===== src/rtl/irq_word_agg_pkg.sv =====
package irq_word_agg_pkg;
    localparam int WORD_W   = 32;
    localparam int HALF_W   = 16;

    typedef enum logic {
        LANE_IDLE    = 1'b0,
        LANE_PENDING = 1'b1
    } lane_state_t;

    typedef enum logic {
        IRQ_QUIET  = 1'b0,
        IRQ_RAISED = 1'b1
    } irq_state_t;

    function automatic logic [HALF_W-1:0] lane_field(input int base, input int count);
        logic [HALF_W-1:0] m;
        m = '0;
        for (int k = 0; k < HALF_W; k++) begin
            if (k >= base && k < base + count) m[k] = 1'b1;
        end
        return m;
    endfunction
endpackage


===== src/rtl/irq_lane.sv =====
module irq_lane
    import irq_word_agg_pkg::*;
(
    input  logic clk,
    input  logic rst_n,
    input  logic src_i,
    input  logic wr_i,
    input  logic en_wbit_i,
    input  logic clr_wbit_i,
    output logic enable_o,
    output logic status_o
);
    lane_state_t state_q, state_d;
    logic        src_q;
    logic        rise;
    logic        ack;
    logic        enable_q;

    assign rise = src_i & ~src_q;
    assign ack  = wr_i & clr_wbit_i;

    // edge detector
    always_ff @(posedge clk or negedge rst_n) begin
        if (!rst_n) src_q <= 1'b0;
        else        src_q <= src_i;
    end

    // enable bit
    always_ff @(posedge clk or negedge rst_n) begin
        if (!rst_n)    enable_q <= 1'b0;
        else if (wr_i) enable_q <= en_wbit_i;
    end

    // state register
    always_ff @(posedge clk or negedge rst_n) begin
        if (!rst_n) state_q <= LANE_IDLE;
        else        state_q <= state_d;
    end

    // next state: latch / ack, set has priority
    always_comb begin
        state_d = state_q;
        unique case (state_q)
            LANE_IDLE:    if (rise) state_d = LANE_PENDING;
            LANE_PENDING: if (ack && !rise) state_d = LANE_IDLE;
            default:      state_d = LANE_IDLE;
        endcase
    end

    // outputs
    always_comb begin
        enable_o = enable_q;
        status_o = (state_q == LANE_PENDING);
    end

    a_r3_edge_sets: assert property (@(posedge clk) disable iff (!rst_n)
        rise |=> status_o)
        else $error("a_r3_edge_sets");

    a_r3_no_spurious: assert property (@(posedge clk) disable iff (!rst_n)
        (!status_o && !rise) |=> !status_o)
        else $error("a_r3_no_spurious");

    a_r4_clear: assert property (@(posedge clk) disable iff (!rst_n)
        (wr_i && clr_wbit_i && !rise) |=> !status_o)
        else $error("a_r4_clear");

    a_r4_hold: assert property (@(posedge clk) disable iff (!rst_n)
        (status_o && !(wr_i && clr_wbit_i)) |=> status_o)
        else $error("a_r4_hold");

    a_r5_set_wins: assert property (@(posedge clk) disable iff (!rst_n)
        (wr_i && clr_wbit_i && src_i && !src_q) |=> status_o)
        else $error("a_r5_set_wins");

    a_r2_enable_load: assert property (@(posedge clk) disable iff (!rst_n)
        wr_i |=> (enable_o == $past(en_wbit_i)))
        else $error("a_r2_enable_load");
endmodule


===== src/rtl/irq_combiner.sv =====
module irq_combiner
    import irq_word_agg_pkg::*;
#(
    parameter int NUM_SRC = 7
) (
    input  logic               clk,
    input  logic               rst_n,
    input  logic [NUM_SRC-1:0] status_i,
    input  logic [NUM_SRC-1:0] enable_i,
    output logic               irq_o
);
    irq_state_t state_q, state_d;
    logic       any_live;

    assign any_live = |(status_i & enable_i);

    always_ff @(posedge clk or negedge rst_n) begin
        if (!rst_n) state_q <= IRQ_QUIET;
        else        state_q <= state_d;
    end

    // raise / drop
    always_comb begin
        state_d = state_q;
        unique case (state_q)
            IRQ_QUIET:  if (any_live)  state_d = IRQ_RAISED;
            IRQ_RAISED: if (!any_live) state_d = IRQ_QUIET;
            default:    state_d = IRQ_QUIET;
        endcase
    end

    always_comb begin
        irq_o = (state_q == IRQ_RAISED);
    end

    a_r6_raise: assert property (@(posedge clk) disable iff (!rst_n)
        (|(status_i & enable_i)) |=> irq_o)
        else $error("a_r6_raise");

    a_r6_drop: assert property (@(posedge clk) disable iff (!rst_n)
        !(|(status_i & enable_i)) |=> !irq_o)
        else $error("a_r6_drop");
endmodule


===== src/rtl/irq_word_agg.sv =====
module irq_word_agg
    import irq_word_agg_pkg::*;
#(
    parameter int NUM_SRC   = 7,
    parameter int LANE_BASE = 0
) (
    input  logic               clk,
    input  logic               rst_n,
    input  logic [NUM_SRC-1:0] src_i,
    input  logic               reg_wr_i,
    input  logic [31:0]        reg_wdata_i,
    output logic [31:0]        reg_rdata_o,
    output logic               irq_o
);
    localparam int STAT_BASE = HALF_W + LANE_BASE;
    localparam logic [HALF_W-1:0] EN_FIELD = lane_field(LANE_BASE, NUM_SRC);
    localparam logic [WORD_W-1:0] LIVE_MASK = {EN_FIELD, EN_FIELD};

    logic [NUM_SRC-1:0] en_v;
    logic [NUM_SRC-1:0] st_v;

    initial begin
        if (LANE_BASE + NUM_SRC > HALF_W || NUM_SRC < 1)
            $error("lane configuration out of range");
    end

    for (genvar i = 0; i < NUM_SRC; i++) begin : g_lane
        irq_lane u_lane (
            .clk        (clk),
            .rst_n      (rst_n),
            .src_i      (src_i[i]),
            .wr_i       (reg_wr_i),
            .en_wbit_i  (reg_wdata_i[LANE_BASE + i]),
            .clr_wbit_i (reg_wdata_i[STAT_BASE + i]),
            .enable_o   (en_v[i]),
            .status_o   (st_v[i])
        );
    end

    irq_combiner #(.NUM_SRC(NUM_SRC)) u_comb (
        .clk      (clk),
        .rst_n    (rst_n),
        .status_i (st_v),
        .enable_i (en_v),
        .irq_o    (irq_o)
    );

    // readback assembly
    always_comb begin
        reg_rdata_o = '0;
        for (int k = 0; k < NUM_SRC; k++) begin
            reg_rdata_o[LANE_BASE + k] = en_v[k];
            reg_rdata_o[STAT_BASE + k] = st_v[k];
        end
    end

    a_r7_unused_zero: assert property (@(posedge clk) disable iff (!rst_n)
        (reg_rdata_o & ~LIVE_MASK) == '0)
        else $error("a_r7_unused_zero");

    a_r8_stable_idle: assert property (@(posedge clk) disable iff (!rst_n)
        (!reg_wr_i && src_i == '0 && $past(src_i) == '0) |=> $stable(reg_rdata_o))
        else $error("a_r8_stable_idle");
endmodule


===== config.mk =====
export PLATFORM = sky130hd
export DESIGN_NAME = irq_word_agg
export DESIGN_NICKNAME = d
export VERILOG_FILES = /design/src/rtl/irq_word_agg_pkg.sv /design/src/rtl/irq_lane.sv /design/src/rtl/irq_combiner.sv /design/src/rtl/irq_word_agg.sv
export SDC_FILE = /design/constraint.sdc
export NUM_CORES = 1
export LEC_CHECK = 0
export BUFFER_PORTS_ARGS = -buffer_cell sky130_fd_sc_hd__buf_2
export CORE_ASPECT_RATIO = 1.2
export CORE_MARGIN = 4
export CORE_UTILIZATION = 36
export CTS_BUF_LIST = sky130_fd_sc_hd__clkbuf_16
export DETAILED_ROUTE_END_ITERATION = 16
export PLACE_DENSITY = 0.82
export SLEW_MARGIN = 20
export SYNTH_ARGS = -nofsm -noshare
export SYNTH_HDL_FRONTEND = slang
export SYNTH_SLANG_ARGS = --single-unit

===== constraint.sdc =====
create_clock -name clk -period 1 [get_ports clk]
set_input_delay 0.2 -clock clk [delete_from_list [all_inputs] [get_ports clk]]
set_output_delay 0.2 -clock clk [all_outputs]
set_load 0.005 [all_outputs]

# After elaboration in Yosys (flattened, before gate mapping)
# Cells that the tools add are included.
totals:
  ff_bits: 22
  out_inout_bits: 33
  word_cells: 88
classes:
  muxes: 22
  bitwise_logic: 29
  n_reduce_logical: 15
op_table:
  columns: ["operator", "count"]
  rows:
  - ["$mux 1", 15]
  - ["$and 1x1->1", 14]
  - ["$not 1->1", 14]
  - ["$pmux 1 s2", 7]
  - ["$and 7x7->7", 1]
  - ["$logic_and 1x1->1", 7]
  - ["$logic_not 1->1", 7]
  - ["$reduce_or 7->1", 1]

# Depth between registers and ports, before layout
# Gate-level depths: netlist of run 1.
logic_depth:
  word_depth: 6
  ltp_mapped: 3

# Hierarchy
# From an unflattened synthesis of run 1, not the netlist that was laid out.
hier_totals:
  hier_cells: 73
  area_unflattened_um2: 938.4
by_module_without_submodules:
  columns: ["mod", "instances", "cells_each", "area_per_inst_um2", "seq_area_each_um2"]
  rows:
  - ["irq_lane", 7, 7, 106.4, 75.1]
  - ["irq_word_agg", 1, 19, 138.9, 0.0]
  - ["irq_combiner", 1, 5, 55.1, 25.0]

# Worst setup path after synthesis of run 1
# No wires, ideal clock.
synth_path:
  kind: "flip-flop to flip-flop"
  from: "reg g_lane[4].u_lane.enable_q"
  to: "reg u_comb.state_q, in the netlist u_comb.irq_o"
  period_less_slack_ns: 0.900
  arrival_time_ns: 0.761
  path_stages_with_launch: 3
  required_ns: 0.861
  slack_ns: 0.100
  path_cell_list: "dfrtp_1 > a222oi_1 > nand3_1"
synth_between:
  elab_chain_len: 3
synth_lines:
  columns: ["item", "line", "source"]
  rows:
  - ["start: declaration", "irq_lane.sv:17", "logic enable_q;"]
  - ["start signal: assignment", "irq_lane.sv:31", "else if (wr_i) enable_q <= en_wbit_i;"]
  - ["$and 7x7->7", "irq_combiner.sv:15", "assign any_live = |(status_i & enable_i);"]
  - ["$reduce_or 7->1", "irq_combiner.sv:15", null]
  - ["net u_comb.any_live", "irq_combiner.sv:13", "logic any_live;"]
  - ["$mux 1", "irq_combiner.sv:26, irq_combiner.sv:27", null]
  - ["end signal: assignment", "irq_combiner.sv:19", "else state_q <= state_d;"]
  - ["end: declaration", "irq_combiner.sv:12", "irq_state_t state_q, state_d;"]
# The timed path passes the listed nets, and every way through them passes these cells.
# A chain may end at the register's enable or synchronous reset.

# Worst setup path in the final report of run 1
layout_path:
  from: "reg g_lane[5].u_lane.state_q"
  to: "out reg_rdata_o[21]"
layout_rtl:
  columns: ["item", "line", "source"]
  rows:
  - ["start: declaration", "irq_lane.sv:13", "lane_state_t state_q, state_d;"]
  - ["start signal: assignment", "irq_lane.sv:37", "else state_q <= state_d;"]
  - ["end: declaration", "irq_word_agg.sv:12", "output logic [31:0] reg_rdata_o,"]
# No word-level cell between the ends.

==> results.yml, run 1 <==
detailed_routing:
  drt-vias-per-instance: 4.30
  drt_iter0_drc: 21
  dr.max_layer_used: "met4"
  wl_met2_um: 1100
  drc: 0
  wl_met3_um: 126
  m1WireLength_um: 696
  vias: 662
  drtAntennaViolNets: 0
  drt-total-wl_um: 1950
  wl_per_cell_um: 12.7
  firstDrtPassIters: 4
grt:
  grt_max_degree: 23
  grt_pass1_wl_um: 2910
  grt_overflow: 0
  grt_pass1_vias: 647
  track_usage: 0.103
  antenna_found_initial: 0
timing:
  timing.fmax_mhz: 936
  period_share: 1.07
  fin_ws_ns: -0.0689
  min_period_ns: 1.07
  clock-skew-final_ns: 0.00139
  timing.hold.ws_ns: 0.0714
  hold_violations: 0
  fin_tns_setup_ns: -0.274
  drv_slew: 0
  rsz0062_at_grt: "yes"
  setup_viol: 5
clocking:
  clock-sinks: 22
  clockBufferDepth: 2
  h-tree-depth: 1
  clk_latency_ns: 0.25
  cts_made_buffers: 3
  clk_pin_slew_ns: 0.05
  cts_tree: "yes"
  cts_root_buffer: "clkbuf_16"
worst_setup_path:
  slowest_delay_ns: 0.40
  crit_top_cell: "buf_6"
  crit_family: "flip-flops"
  arrival_ns: 0.87
  crit_type: "reg -> out"
  path_cells: "buf_6 > buf_6"
  worst-path-stages: 2
  cp.required_ns: 0.80
  critPathCaptureType: "primary output"
  cp_max_fo: 2
  worst-path-buf-inv: 2
  reg2reg_depth: 3
  cp_slowest_cell: "dfrtp_1"
  worstSetupStartpointType: "flip-flop"
hold_path:
  worstHoldPathCells: 1
  hp-class: "in -> reg"
synthesis:
  synth_seq_cells: 22
  synth_area_um2: 1030
  synth.yosys.seq_area_share: 0.535
  syn_avg_cell_area_um2: 11.7
  postSynthCellCount: 88
  netlist-cell-type-count: 11
  synth-warning-count: 0
placement:
  place_inst: 147
  finalWeightedCongestion: 0.698
  port_buffers: 38
  placed_area_um2: 1100
  dpl.hpwl_um: 1520
die:
  design.core.area_um2: 2630
  dieArea_um2: 3780
  start_util: 0.391
  rows: 20
  io_pins: 75
  fp.dieH_um: 66.6
  die_width_um: 56.8
run:
  maxCapViolCount: 0
layout:
  antennaDiodeCount: 0
  regArea_um2: 551
  fin_area_um2: 1250
  utilization: 0.476
  layout.nets: 165
  multiInputGateArea_um2: 264
  num-fill-cells: 251
  synthToLayoutAreaGrowth_pct: 21.5
  instances_no_fill: 154
  drive_gt1_frac: 0.455
pwr:
  ir_worst_vdd_uv: 692
  p_leak_nw: 0.666
  power_density_nw_per_um2: 1740
outcome:
  status: "complete, but fails checks"
  violations: "setup timing"
[final timing paths]
path	endpoint	slack, ns	startpoint
setup / recovery	reg_rdata_o[21]	-0.07	g_lane[5].u_lane.status_o
hold / removal	g_lane[6].u_lane.src_q	0.07	src_i[6]
setup reg to reg	u_comb.irq_o	-0.03	g_lane[6].u_lane.status_o
hold reg to reg	g_lane[0].u_lane.status_o	0.52	g_lane[0].u_lane.status_o
max in group asynchronous	g_lane[5].u_lane.status_o	0.24	rst_n
min in group asynchronous	g_lane[1].u_lane.enable_o	0.44	rst_n
[final cells by class]
cell class	count	area share
Clock buffer	3	0.0601
Inverter	7	0.0210
Tap cell	33	0.0330
Multi-Input combinational cell	43	0.211
Timing Repair Buffer	46	0.234
Sequential cell	22	0.440
[stage by stage]
stage / setup slack [ns] / power, W
after floorplan: 0.0999 / 0.00128
after global placement: -0.00657 / 0.00131
after detailed placement: -0.0420 / 0.00133
after CTS: -0.0782 / 0.00220
after global routing: -0.131 / 0.00228
final: -0.0689 / 0.00217
[timing repair]
action	CTS	global route
pin swaps	1	0
gates cloned	0	0
gates resized for setup	8	0
endpoints found under the setup margin	5	8
endpoints found under the hold margin	22	0
buffers inserted	2	1
hold buffers	1	0
[logic make-up after synthesis]
logic type             after synthesis  share of synthesized area
muxes                                7                     0.0766
and+or+nand+nor                      8                     0.0304
other                                1                    0.00365
AOI/OAI and AO/OA                   10                     0.0839
buffers and inverters               40                      0.270
DFF                                 22                      0.535
[layer usage]
metal / global-route usage / vias up
met4: 0.0783 / 0
li1: - / 305
met5: 0 / -
met3: 0.00581 / 2
met1: 0.111 / 324
met2: 0.188 / 31
[cell usage after synthesis, drive strengths merged]
cell	n	share of area
a222oi	1	0.0097
a22o	7	0.060
a22oi	2	0.015
buf	33	0.24
conb	1	0.0036
dfrtp	22	0.54
inv	7	0.026
mux2	7	0.077
nand2	7	0.026
nand3	1	0.0049
[cells in the final DEF, fill, tap and decap left out]
cell | Yosys | routed
buf_6 | 1 | 8
clkbuf_16 | 0 | 3
buf_2 | 0 | 34
mux2_2 | 7 | 7
nand2_1 | 7 | 7
a22o_1 | 7 | 7
conb_1 | 1 | 18
a22oi_1 | 2 | 2
a222oi_1 | 1 | 1
inv_1 | 7 | 7
buf_4 | 32 | 3
dlygate4sd3_1 | 0 | 1
dfrtp_1 | 22 | 22
nand3_1 | 1 | 1
[sequential cells by signal (all words and copies together), names as in the netlist]
name                    flops
g_lane.u_lane.status_o      7
u_comb.irq_o                1
g_lane.u_lane.enable_o      7
g_lane.u_lane.src_q         7
[report_power, final]
group	total, W	internal (W)	leakage (nW)	switching (W)
logic	0.000346	0.000207	0.377	0.000139
clock network	0.000800	0.000526	0.0370	0.000274
registers	0.00102	0.000971	0.252	0.0000522
No activity file was read; power rests on OpenSTA's default activity.
==> run 2, diff against run 1 <==
CELL_PAD_IN_SITES_DETAIL_PLACEMENT = 0   (was not set)
CELL_PAD_IN_SITES_GLOBAL_PLACEMENT = 2   (was not set)
CORE_UTILIZATION = 20   (was 36)
==> results.yml, run 2 (same netlist as run 1, synthesis figures left out) <==
hold_path:
  hold_start: "src_i[2]"
  worstHoldPathCells: 1
  hold_end: "g_lane[2].u_lane.src_q"
  hp-class: "in -> reg"
worst_setup_path:
  reg2reg_to: "u_comb.irq_o"
  cp_max_fo: 2
  critPathCaptureType: "primary output"
  reg2reg_depth: 3
  r2r_setup_slack_ns: -0.02
  cp.required_ns: 0.80
  worstSetupStartpointType: "flip-flop"
  reg2reg_from: "g_lane[6].u_lane.status_o"
  crit_type: "reg -> out"
  arrival_ns: 0.87
die:
  start_util: 0.207
  io_pins: 75
  die_width_um: 73.5
  dieArea_um2: 6360
  rows: 28
  design.core.area_um2: 4970
  fp.dieH_um: 86.6
placement:
  finalWeightedCongestion: 0.649
  place_inst: 175
  port_buffers: 38
  dpl.hpwl_um: 1560
pwr:
  power_w: 0.00248
  ir_worst_vdd_uv: 505
  combPwrFrac: 0.148
  p_seq_frac: 0.411
  power_density_nw_per_um2: 1840
  p_switching_w: 0.000495
  clockPowerShare: 0.441
  p_sw_frac: 0.199
  intPower_w: 0.00199
  p_leak_nw: 0.701
detailed_routing:
  drtAntennaViolNets: 0
  vias: 656
  drt-vias-per-instance: 3.53
  wl_per_cell_um: 10.9
  drt_iter0_drc: 18
  firstDrtPassIters: 5
  drt-total-wl_um: 2020
  drc: 0
timing:
  min_period_ns: 1.07
  fin_tns_setup_ns: -0.212
  rsz0062_at_grt: "yes"
  drv_slew: 0
  hold_violations: 0
  setup_viol: 4
  timing.hold.ws_ns: 0.0642
  timing.fmax_mhz: 936
  clock-skew-final_ns: 0.00323
  fin_ws_ns: -0.0687
  period_share: 1.07
layout:
  synthToLayoutAreaGrowth_pct: 30.9
  utilization: 0.271
  instances_no_fill: 186
  layout.nets: 169
  drive_gt1_frac: 0.476
  antennaDiodeCount: 0
  layout_common_cells: "35 x buf_2, 22 x dfrtp_1, 18 x conb_1"
  layout_commonest_cell: "buf_2"
clocking:
  cts_root_buffer: "clkbuf_16"
  clockBufferDepth: 2
  clk_latency_ns: 0.25
  clk_pin_slew_ns: 0.06
  clock-sinks: 22
  cts_made_buffers: 3
  h-tree-depth: 1
  cts_tree: "yes"
grt:
  grt_pass1_wl_um: 3020
  grt_overflow: 0
  antenna_found_initial: 0
  grt_max_degree: 23
  grt_pass1_vias: 622
  track_usage: 0.0641
outcome:
  violations: "setup timing"
  status: "complete, but fails checks"
run:
  maxCapViolCount: 0
run 2: cell count changes in the layout (fill, tap and decap cells not counted):
cell / before / now
bufinv_16: 0 / 1
buf_2: 34 / 35
buf_6: 8 / 6
buf_12: 0 / 1
buf_4: 3 / 7
run 2: timing repair:
item | in CTS | in global routing
resized for setup | 6 | 0
endpoints found under the setup margin | 5 | 11
buffers inserted | 4 | 2
hold buffers | 1 | 0
pin swaps | 1 | 0
hold endpoints to repair | 22 | 0
run 2: power by group through the flow:
stage	logic, W	clock network [W]	registers, W
2_1_floorplan	0.000252	0	0.00103
3_3_place_gp	0.000298	0	0.00104
3_5_place_dp	0.000302	0	0.00104
4_1_cts	0.000362	0.00114	0.00102
5_1_grt	0.000411	0.00119	0.00103
6_report	0.000367	0.00110	0.00102
run 2: how the worst max path moves through the flow:
stage	start	end	slack (ns)
CTS	g_lane[5].u_lane.status_o	reg_rdata_o[21]	-0.09
global route	g_lane[6].u_lane.status_o	u_comb.irq_o	-0.14
finish	g_lane[5].u_lane.status_o	reg_rdata_o[21]	-0.07
detailed placement	g_lane[4].u_lane.enable_o	u_comb.irq_o	-0.02
floorplan	g_lane[4].u_lane.enable_o	u_comb.irq_o	0.1
global placement	g_lane[4].u_lane.enable_o	u_comb.irq_o	-0.01
run 2: layer usage:
| metal | vias up | GRT usage | share of wire |
|---|---|---|---|
| met5 | - | 0 | 0 |
| met4 | 0 | 0.0297 | 0.0054 |
| met2 | 34 | 0.104 | 0.50 |
| met1 | 303 | 0.0772 | 0.41 |
| met3 | 2 | 0.0186 | 0.089 |
| li1 | 317 | - | - |
run 2: worst max-delay path, cell delays in order (launching register included):
cell and delay [ns]:
dfrtp_1 0.39, buf_6 0.12, buf_6 0.10
run 2: metrics by stage:
step           instance area, um^2  setup slack [ns]
2_1_floorplan                 1090            0.0999
3_3_place_gp                  1160           -0.0136
3_5_place_dp                  1160           -0.0174
4_1_cts                       1330           -0.0890
5_1_grt                       1350            -0.143
6_report                      1350           -0.0687
run 2: final cells by class:
type / count / area (um^2)
fillers: 522 / 3630
flip-flops and latches: 22 / 551
repair buffers: 50 / 325
multi-input cells: 43 / 264
clock buffers: 3 / 75.1
well taps: 60 / 75.1
clock inverters: 1 / 30.0
inverters: 7 / 26.3
==> run 3, diff against run 2 <==
BUFFER_PORTS_ARGS = not set   (was -buffer_cell sky130_fd_sc_hd__buf_2)
CORE_UTILIZATION = 30   (was 20)
DONT_BUFFER_PORTS = 1   (was not set)
PLACE_DENSITY = 0.79   (was 0.82)
==> results.yml, run 3 (same netlist as run 1, synthesis figures left out) <==
outcome:
  status: "finished, final reports clean"
hold_path:
  worstHoldPathCells: 1
  hold_end: "g_lane[2].u_lane.status_o"
  hp-class: "in -> reg"
  hold_start: "src_i[2]"
detailed_routing:
  drc: 0
  drtAntennaViolNets: 0
  drt-vias-per-instance: 4.21
  drt-total-wl_um: 1920
  firstDrtPassIters: 4
  wl_per_cell_um: 15.0
  vias: 539
  drt_iter0_drc: 8
grt:
  grt_overflow: 0
  antenna_found_initial: 0
  track_usage: 0.0877
  grt_max_degree: 23
  grt_pass1_wl_um: 2790
  grt_pass1_vias: 607
worst_setup_path:
  cp.required_ns: 1.12
  crit_type: "reg -> reg"
  r2r_setup_slack_ns: 0.007
  arrival_ns: 1.11
  cp_max_fo: 2
  reg2reg_depth: 2
  worstSetupStartpointType: "flip-flop"
  reg2reg_from: "g_lane[5].u_lane.status_o"
  reg2reg_to: "u_comb.irq_o"
  critPathCaptureType: "flip-flop"
layout:
  layout_common_cells: "22 x dfrtp_1, 18 x conb_1, 8 x dlygate4sd3_1"
  synthToLayoutAreaGrowth_pct: 8.39
  layout.nets: 134
  layout_commonest_cell: "dfrtp_1"
  drive_gt1_frac: 0.187
  antennaDiodeCount: 0
placement:
  dpl.hpwl_um: 1440
  finalWeightedCongestion: 0.587
  port_buffers: 0
clocking:
  clk_latency_ns: 0.25
  clk_pin_slew_ns: 0.06
  cts_tree: "yes"
  cts_setup_buffers: 0
  clock-sinks: 22
  clockBufferDepth: 2
  cts_made_buffers: 3
  h-tree-depth: 1
  cts_root_buffer: "clkbuf_16"
timing:
  clock-skew-final_ns: 0.00229
  timing.fmax_mhz: 1010
  setup_viol: 0
  period_share: 0.993
  hold_violations: 0
  rsz0062_at_grt: "yes"
  fin_tns_setup_ns: 0
  drv_slew: 0
  min_period_ns: 0.993
die:
  io_pins: 75
  rows: 23
  start_util: 0.311
  die_width_um: 61.5
  design.core.area_um2: 3310
  fp.dieH_um: 72.1
  dieArea_um2: 4430
pwr:
  power_density_nw_per_um2: 1870
  p_leak_nw: 0.542
  ir_worst_vdd_uv: 1240
  power_w: 0.00208
run:
  maxCapViolCount: 0
[run 3: timing repair]
item | CTS | global route
endpoints found under the hold margin | 29 | 22
resized for setup | 0 | 1
endpoints found under the setup margin | 0 | 3
hold buffers | 7 | 2
[run 3: worst max path at each step]
stage | from | endpoint | slack, ns | cells after the start
floorplan | g_lane[4].u_lane.enable_o | u_comb.irq_o | 0.1 | 2
global placement | g_lane[4].u_lane.enable_o | u_comb.irq_o | 0.03 | 2
detailed placement | g_lane[4].u_lane.status_o | u_comb.irq_o | 0.02 | 2
CTS | g_lane[4].u_lane.status_o | reg_rdata_o[20] | 0.006 | 1
global route | g_lane[4].u_lane.enable_o | u_comb.irq_o | -0.01 | 2
finish | g_lane[5].u_lane.status_o | u_comb.irq_o | 0.007 | 2
[run 3: cell type report]
class                      instances  area [um^2]
multi-input combinational         43          264
clock inverter                     1         3.75
fill                             339         2190
inverter                           7         26.3
clock buffer                       3         75.1
sequential                        22          551
tap                               37         46.3
timing repair buffer              15          149
[run 3: metal layers]
| metal | global-route usage | share of wire | up-vias |
|---|---|---|---|
| met3 | 0.0463 | 0.13 | 4 |
| met1 | 0.0807 | 0.32 | 254 |
| met4 | 0.0283 | 0.013 | 0 |
| li1 | - | - | 244 |
| met5 | 0 | 0 | - |
| met2 | 0.160 | 0.54 | 37 |
[run 3: stage by stage]
stage                     std cells  setup slack [ns]  cell area, um^2   util  hold slack, ns
after floorplan                 105            0.0999             1090      -         -0.0956
after global placement          115            0.0343              932  0.282         -0.0951
after detailed placement        115            0.0224              932  0.282         -0.0950
after CTS                       126           0.00603             1080  0.327          -0.368
after global routing            128           -0.0141             1110  0.337          0.0861
final                           128           0.00679             1110  0.337          0.0844
[run 3: worst max-delay path: stages, from the launching register on]
cell	delay, ns
dfrtp_1	0.40
a222oi_1	0.35
nand3_1	0.11
[run 3: report_power, final]
part | internal [W] | total, W | switching [W]
logic | 0.000129 | 0.000220 | 0.0000919
clock network | 0.000533 | 0.000831 | 0.000298
registers | 0.000971 | 0.00103 | 0.0000605
